[config.mk]
export PLATFORM = sky130hd
export DESIGN_NAME = mmu_access_guard
export DESIGN_NICKNAME = d
export VERILOG_FILES = /design/src/rtl/mmu_guard_pkg.sv /design/src/rtl/mmu_acc_index.sv /design/src/rtl/mmu_perm_check.sv /design/src/rtl/mmu_fault_regs.sv /design/src/rtl/mmu_access_guard.sv
export SDC_FILE = /design/constraint.sdc
export NUM_CORES = 1
export LEC_CHECK = 0
export ABC_AREA = 1
export ABC_CLOCK_PERIOD_IN_PS = 2000
export CORE_ASPECT_RATIO = 0.75
export CORE_MARGIN = 3
export CORE_UTILIZATION = 43
export DETAILED_ROUTE_END_ITERATION = 8
export PLACE_DENSITY_LB_ADDON = 0.25
export SLEW_MARGIN = 10
export SYNTH_ARGS = -nofsm -noshare
export SYNTH_HDL_FRONTEND = slang
export SYNTH_SLANG_ARGS = --single-unit
export TNS_END_PERCENT = 50
[constraint.sdc]
create_clock -name clk -period 2 [get_ports clk]
set_input_delay 0.4 -clock clk [delete_from_list [all_inputs] [get_ports clk]]
set_output_delay 0.4 -clock clk [all_outputs]
set_load 0.01 [all_outputs]
[src/rtl/mmu_guard_pkg.sv]
package mmu_guard_pkg;
  localparam int PERM_W  = 3;
  localparam int NPERM   = 1 << PERM_W;
  localparam int IDX_W   = 3;
  localparam int FT_W    = 3;
  localparam int LVL_W   = 2;
  localparam int FT_LSB  = 2;
  localparam int IDX_LSB = FT_LSB + FT_W;
  localparam int LVL_LSB = IDX_LSB + IDX_W;
  localparam int ERR_W   = LVL_LSB + LVL_W;

  localparam logic [FT_W-1:0] FT_NONE = 3'd0;
  localparam logic [FT_W-1:0] FT_PROT = 3'd2;
  localparam logic [FT_W-1:0] FT_PRIV = 3'd3;

  typedef struct packed {
    logic x;
    logic w;
    logic r;
  } rights_t;

  function automatic rights_t sup_rights(input int p);
    rights_t t;
    t.r = (p != 4);
    t.w = (p % 2) == 1;
    t.x = ((p / 2) % 2 == 1) || (p == 4);
    return t;
  endfunction

  function automatic rights_t usr_rights(input int p);
    rights_t t;
    if (p >= 6)      t = '0;
    else if (p == 5) t = '{x: 1'b0, w: 1'b0, r: 1'b1};
    else             t = sup_rights(p);
    return t;
  endfunction
endpackage

[src/rtl/mmu_acc_index.sv]
module mmu_acc_index
  import mmu_guard_pkg::*;
(
  input  logic             is_write,
  input  logic             is_fetch,
  input  logic             is_user,
  output logic [IDX_W-1:0] idx
);
  always_comb begin
    idx    = '0;
    idx[2] = is_write;
    idx[1] = is_fetch;
    idx[0] = ~is_user;
  end
endmodule

[src/rtl/mmu_perm_check.sv]
module mmu_perm_check
  import mmu_guard_pkg::*;
(
  input  logic [IDX_W-1:0]  idx,
  input  logic [PERM_W-1:0] perm,
  input  logic              modified,
  output logic [FT_W-1:0]   ftype,
  output rights_t           grant
);
  rights_t sup_tbl [NPERM];
  rights_t usr_tbl [NPERM];

  for (genvar p = 0; p < NPERM; p++) begin : g_rights
    assign sup_tbl[p] = sup_rights(p);
    assign usr_tbl[p] = usr_rights(p);
  end

  logic    user;
  rights_t have;
  rights_t need;

  always_comb begin
    user   = ~idx[0];
    have   = user ? usr_tbl[perm] : sup_tbl[perm];
    need.r = ~idx[2] & ~idx[1];
    need.w = idx[2];
    need.x = idx[1];
    if (user && perm[2] && perm[1])
      ftype = FT_PRIV;
    else if ((need & ~have) != '0)
      ftype = FT_PROT;
    else
      ftype = FT_NONE;
    grant   = have;
    grant.w = have.w & modified;
  end
endmodule

[src/rtl/mmu_fault_regs.sv]
module mmu_fault_regs
  import mmu_guard_pkg::*;
#(
  parameter int VA_W = 32
) (
  input  logic             clk,
  input  logic             rst_n,
  input  logic             rec_en,
  input  logic [ERR_W-1:0] rec_word,
  input  logic [VA_W-1:0]  rec_vaddr,
  input  logic             clr,
  output logic [ERR_W-1:0] status,
  output logic [VA_W-1:0]  fault_addr
);
  logic [ERR_W-1:0] base;
  logic [ERR_W-1:0] ovf;
  localparam logic [ERR_W-1:0] VALID_BIT = ERR_W'(2);

  always_comb begin
    base = clr ? '0 : status;
    ovf  = (base != '0) ? ERR_W'(1) : '0;
  end

  always_ff @(posedge clk or negedge rst_n) begin
    if (!rst_n) begin
      status     <= '0;
      fault_addr <= '0;
    end else if (rec_en) begin
      status     <= ovf | rec_word | VALID_BIT;
      fault_addr <= rec_vaddr;
    end else if (clr) begin
      status <= '0;
    end
  end

  assert_valid_bit_R6: assert property (@(posedge clk) disable iff (!rst_n)
    rec_en |=> status[1]);
  assert_overflow_R6: assert property (@(posedge clk) disable iff (!rst_n)
    (rec_en && !clr && status != '0) |=> status[0]);
  assert_addr_load_R7: assert property (@(posedge clk) disable iff (!rst_n)
    rec_en |=> fault_addr == $past(rec_vaddr));
  assert_addr_hold_R7: assert property (@(posedge clk) disable iff (!rst_n)
    !rec_en |=> $stable(fault_addr));
  assert_read_clear_R9: assert property (@(posedge clk) disable iff (!rst_n)
    (clr && !rec_en) |=> status == '0);
endmodule

[src/rtl/mmu_access_guard.sv]
module mmu_access_guard
  import mmu_guard_pkg::*;
#(
  parameter int VA_W = 32
) (
  input  logic                 clk,
  input  logic                 rst_n,
  input  logic                 req_valid,
  output logic                 req_ready,
  input  logic                 req_write,
  input  logic                 req_fetch,
  input  logic                 req_user,
  input  logic [PERM_W-1:0]    req_perm,
  input  logic                 req_modified,
  input  logic [FT_W-1:0]      req_walk_type,
  input  logic [LVL_W-1:0]     req_walk_level,
  input  logic                 req_nofault,
  input  logic                 req_traps_en,
  input  logic [VA_W-1:0]      req_vaddr,
  output logic                 rsp_valid,
  input  logic                 rsp_ready,
  output logic                 rsp_fault,
  output logic [ERR_W-1:0]     rsp_err,
  output logic [2:0]           rsp_grant,
  output logic                 rsp_trap_fetch,
  output logic                 rsp_trap_data,
  input  logic                 rd_en,
  input  logic                 rd_sel,
  output logic [VA_W-1:0]      rd_data
);
  logic [IDX_W-1:0] idx;
  logic [FT_W-1:0]  acc_ft;
  rights_t          page_grant;
  logic [ERR_W-1:0] status;
  logic [VA_W-1:0]  fault_addr;

  mmu_acc_index u_idx (
    .is_write (req_write),
    .is_fetch (req_fetch),
    .is_user  (req_user),
    .idx      (idx)
  );

  mmu_perm_check u_perm (
    .idx      (idx),
    .perm     (req_perm),
    .modified (req_modified),
    .ftype    (acc_ft),
    .grant    (page_grant)
  );

  logic             accept, walk_bad, acc_bad, blocked, lenient, record;
  logic [ERR_W-1:0] err_word, stat_word;
  logic [2:0]       grant_n;

  always_comb begin
    req_ready = ~rsp_valid | rsp_ready;
    accept    = req_valid & req_ready;
    walk_bad  = req_walk_type != '0;
    acc_bad   = acc_ft != FT_NONE;
    blocked   = walk_bad | (acc_bad & ~(req_nofault & req_user));
    lenient   = req_nofault | ~req_traps_en;
    record    = walk_bad | acc_bad;
    err_word  = '0;
    if (walk_bad) begin
      err_word[FT_LSB +: FT_W]   = req_walk_type;
      err_word[LVL_LSB +: LVL_W] = req_walk_level;
    end else begin
      err_word[FT_LSB +: FT_W]   = acc_ft;
    end
    stat_word = err_word;
    stat_word[IDX_LSB +: IDX_W] = idx;
    if (!blocked)     grant_n = page_grant;
    else if (lenient) grant_n = 3'b111;
    else              grant_n = 3'b000;
  end

  mmu_fault_regs #(.VA_W(VA_W)) u_regs (
    .clk        (clk),
    .rst_n      (rst_n),
    .rec_en     (accept & record),
    .rec_word   (stat_word),
    .rec_vaddr  (req_vaddr),
    .clr        (rd_en & ~rd_sel),
    .status     (status),
    .fault_addr (fault_addr)
  );

  always_ff @(posedge clk or negedge rst_n) begin
    if (!rst_n) begin
      rsp_valid      <= 1'b0;
      rsp_fault      <= 1'b0;
      rsp_err        <= '0;
      rsp_grant      <= '0;
      rsp_trap_fetch <= 1'b0;
      rsp_trap_data  <= 1'b0;
    end else if (accept) begin
      rsp_valid      <= 1'b1;
      rsp_fault      <= blocked;
      rsp_err        <= err_word;
      rsp_grant      <= grant_n;
      rsp_trap_fetch <= blocked & ~lenient & req_fetch;
      rsp_trap_data  <= blocked & ~lenient & ~req_fetch;
    end else if (rsp_ready) begin
      rsp_valid <= 1'b0;
    end
  end

  always_comb begin
    rd_data = rd_sel ? fault_addr : VA_W'(status);
  end

  assert_hold_R11: assert property (@(posedge clk) disable iff (!rst_n)
    (rsp_valid && !rsp_ready) |=> rsp_valid && $stable(rsp_err) &&
      $stable(rsp_grant) && $stable(rsp_fault));
  assert_one_trap_R8: assert property (@(posedge clk) disable iff (!rst_n)
    $onehot0({rsp_trap_fetch, rsp_trap_data}));
  assert_trap_nogrant_R8: assert property (@(posedge clk) disable iff (!rst_n)
    (rsp_trap_fetch || rsp_trap_data) |-> rsp_grant == 3'b000 && rsp_fault);
  assert_walk_block_R5: assert property (@(posedge clk) disable iff (!rst_n)
    (accept && req_walk_type != '0) |=> rsp_fault);
endmodule

==> results.ini <==
[sta]
min_period_over_period_pct=97.6
fmax_mhz=512
hold_viol_final=0
period_needed_ps=1950
hold_ws_ps=76.4
clock_skew_ps=13.0
setup_viol=0
finalMaxSlewViolations=0
grt_setup_unrepaired=no

[finish]
drive_gt1_share_pct=9.20
multiInputGateArea_um2=1010
regArea_um2=1350
layout.cells.non_filler=510
synthToLayoutAreaGrowth_pct=46.1
nFillCells=455
nNetsFinal=486
diodes=0

[route]
postRouteAntennaNets=0
wl_mm=6.44
drc=0
routed_via_density=4.66
detail_route.wl_per_cell_um=12.6
drtIter0Drc=77
first_pass_iters=4
vias=2378

[power]
switching_share_pct=28.2
combPwrFrac_pct=26.9
power_frac_seq_pct=47.6
clockPowerShare_pct=25.5
ir_drop_v=0.000342
p_leak_nw=2.34
total_power_mw=2.80
power_switching_uw=791
p_per_area_nw_per_um2=730
p_int_mw=2.01

[floorplan]
die_w_um=96.3
io_pins=102
initial_core_util_pct=46.8
die_h_um=73.7
die-area_um2=7090
num_rows=23
fp.coreArea_um2=5610

[yosys]
synth_ff_type=dfrtp_1
ys_seq_area_share_pct=51.4
synth-seq-cells=54
syn_area_um2=2630
synth_most_common_cell=nand2_1
async_reset_ff_share_pct=100
syn_avg_cell_area_um2=7.89
post_synth_most_frequent_cells=nand2_1 (156), dfrtp_1 (54), inv_1 (36)
ys_warn_count=0
yosysTopAreaCell=dfrtp_1
synth.distinct_cells=24
synth_top_area_share_pct=51.4
synth_area_leaders=dfrtp_1 (51%), nand2_1 (22%), inv_1 (5.1%), nand3_1 (4.4%), mux2_2 (2.6%)
synth-edff-count=0
netlist_instances=333

[critical_path]
reg2regPathDepth=7
startpoint=rd_sel
timing.rr.end=u_regs.fault_addr[4]
start_kind=input port
critPathArrivalTime_ps=1550
r2r_slack_ps=660
path_class=in -> out
cp-end-kind=primary output
r2r_start=rsp_valid
crit_fanout=12
required_ps=1600

[clock_tree]
cts_buffer_depth=2
htree_num_levels=2
cts_root_buf=clkbuf_8
numCtsBuffers=5
cts_tree=done
cts_sinks=54
postCtsHoldBufs=0
clk_latency_ps=300
clk_pin_slew_ps=100

[global_route]
grt_usage_pct=18.8
grt-ovfl-total=0
grt_pass1_vias=2257
grt_pass1_wl_mm=10.3
antenna_found_initial=0
grt_max_degree=55

[placement]
portBuffers=96
hpwl_mm=4.66
dp.cells=500
gp_congestion=0.870

[job]
maxCapViolCount=0

[worst_hold_path]
min_path_type=in -> async

[outcome]
status=completed

worst max path at each step:
stage,endpoint,depth (start not counted),slack [ps]
floorplan,rd_data[0],3,550
global placement,rd_data[4],4,-300
CTS,rd_data[27],6,10
global route,rd_data[7],5,8
finish,rd_data[8],5,50
detailed placement,rd_data[8],4,-300
what timing repair did:
item,CTS,global route
setup buffers,2,0
pin swaps,0,0
endpoints found under the setup margin,32,19
gates resized for setup,13,19
flip-flops by register name (all words and copies together), names as in the netlist:
name,cells
u_regs.status,10
rsp_trap_data,1
rsp_err,5
rsp_grant,3
u_regs.fault_addr,32
rsp_fault,1
rsp_trap_fetch,1
rsp_valid,1
power by group through the flow:
stage	clock, mW	sequential (mW)	combinational [mW]
global route	0.787	1.36	0.842
global placement	0	1.35	0.777
finish	0.714	1.34	0.755
CTS	0.733	1.33	0.777
floorplan	0	1.35	0.367
detailed placement	0	1.35	0.796
layer usage:
| layer | wire, um | up-vias | global-route usage (%) |
|---|---|---|---|
| met1 | 3030 | 1092 | 26.1 |
| met2 | 2910 | 77 | 29.4 |
| met5 | 0 | - | 0 |
| li1 | - | 1203 | - |
| met3 | 431 | 6 | 4.91 |
| met4 | 70 | 0 | 4.73 |
placed cells by master, fill, tap and decap left out:
master	n
nand2_1	156
clkdlybuf4s50_1	63
dfrtp_1	54
inv_1	36
nand3_1	23
dlymetal6s2s_1	19
o21ai_0	13
dlygate4sd2_1	13
nand2_2	10
buf_4	9
mux2_2	6
nor2_1	5
conb_1	5
clkbuf_8	5
buf_12	4
clkbuf_1	2
nand4_1	1
nor3_4	1
nand4_2	1
nand2_4	1
inv_4	1
a21o_1	1
a31oi_1	1
o22ai_1	1
and3_1	1
a21oi_1	1
bufinv_16	1
buf_2	1
cell type report:
class                      count  area share, %
inverter                      37           3.68
sequential                    54           35.2
timing repair buffer         109           29.6
clock buffer                   7           1.99
tap                           75           2.44
multi-input combinational    227           26.3
clock inverter                 1          0.782
stage by stage:
| stage | area [um^2] | util, % | TNS (ps) | setup slack (ps) |
|---|---|---|---|---|
| finish | 3840 | 68.4 | 0 | 47.6 |
| global route | 3840 | 68.4 | 0 | 8.37 |
| CTS | 3790 | 67.6 | 0 | 11.3 |
| detailed placement | 3690 | 65.7 | -9930 | -301 |
| global placement | 3690 | 65.7 | -8920 | -303 |
| floorplan | 2640 | - | 0 | 546 |
cell families after synthesis:
| group | after synthesis | synth area share, % |
|---|---|---|
| compound gates | 17 | 3.43 |
| buf+inv | 56 | 10.7 |
| mux | 6 | 2.57 |
| other cells | 1 | 0.143 |
| flops | 54 | 51.4 |
| simple gates | 199 | 31.8 |
critical path: stages:
cell           delay [ps]
dlygate4sd2_1         260
buf_12                140
buf_4                 140
mux2_2                330
dlygate4sd2_1         290
Power figures use the tool's default switching activity.
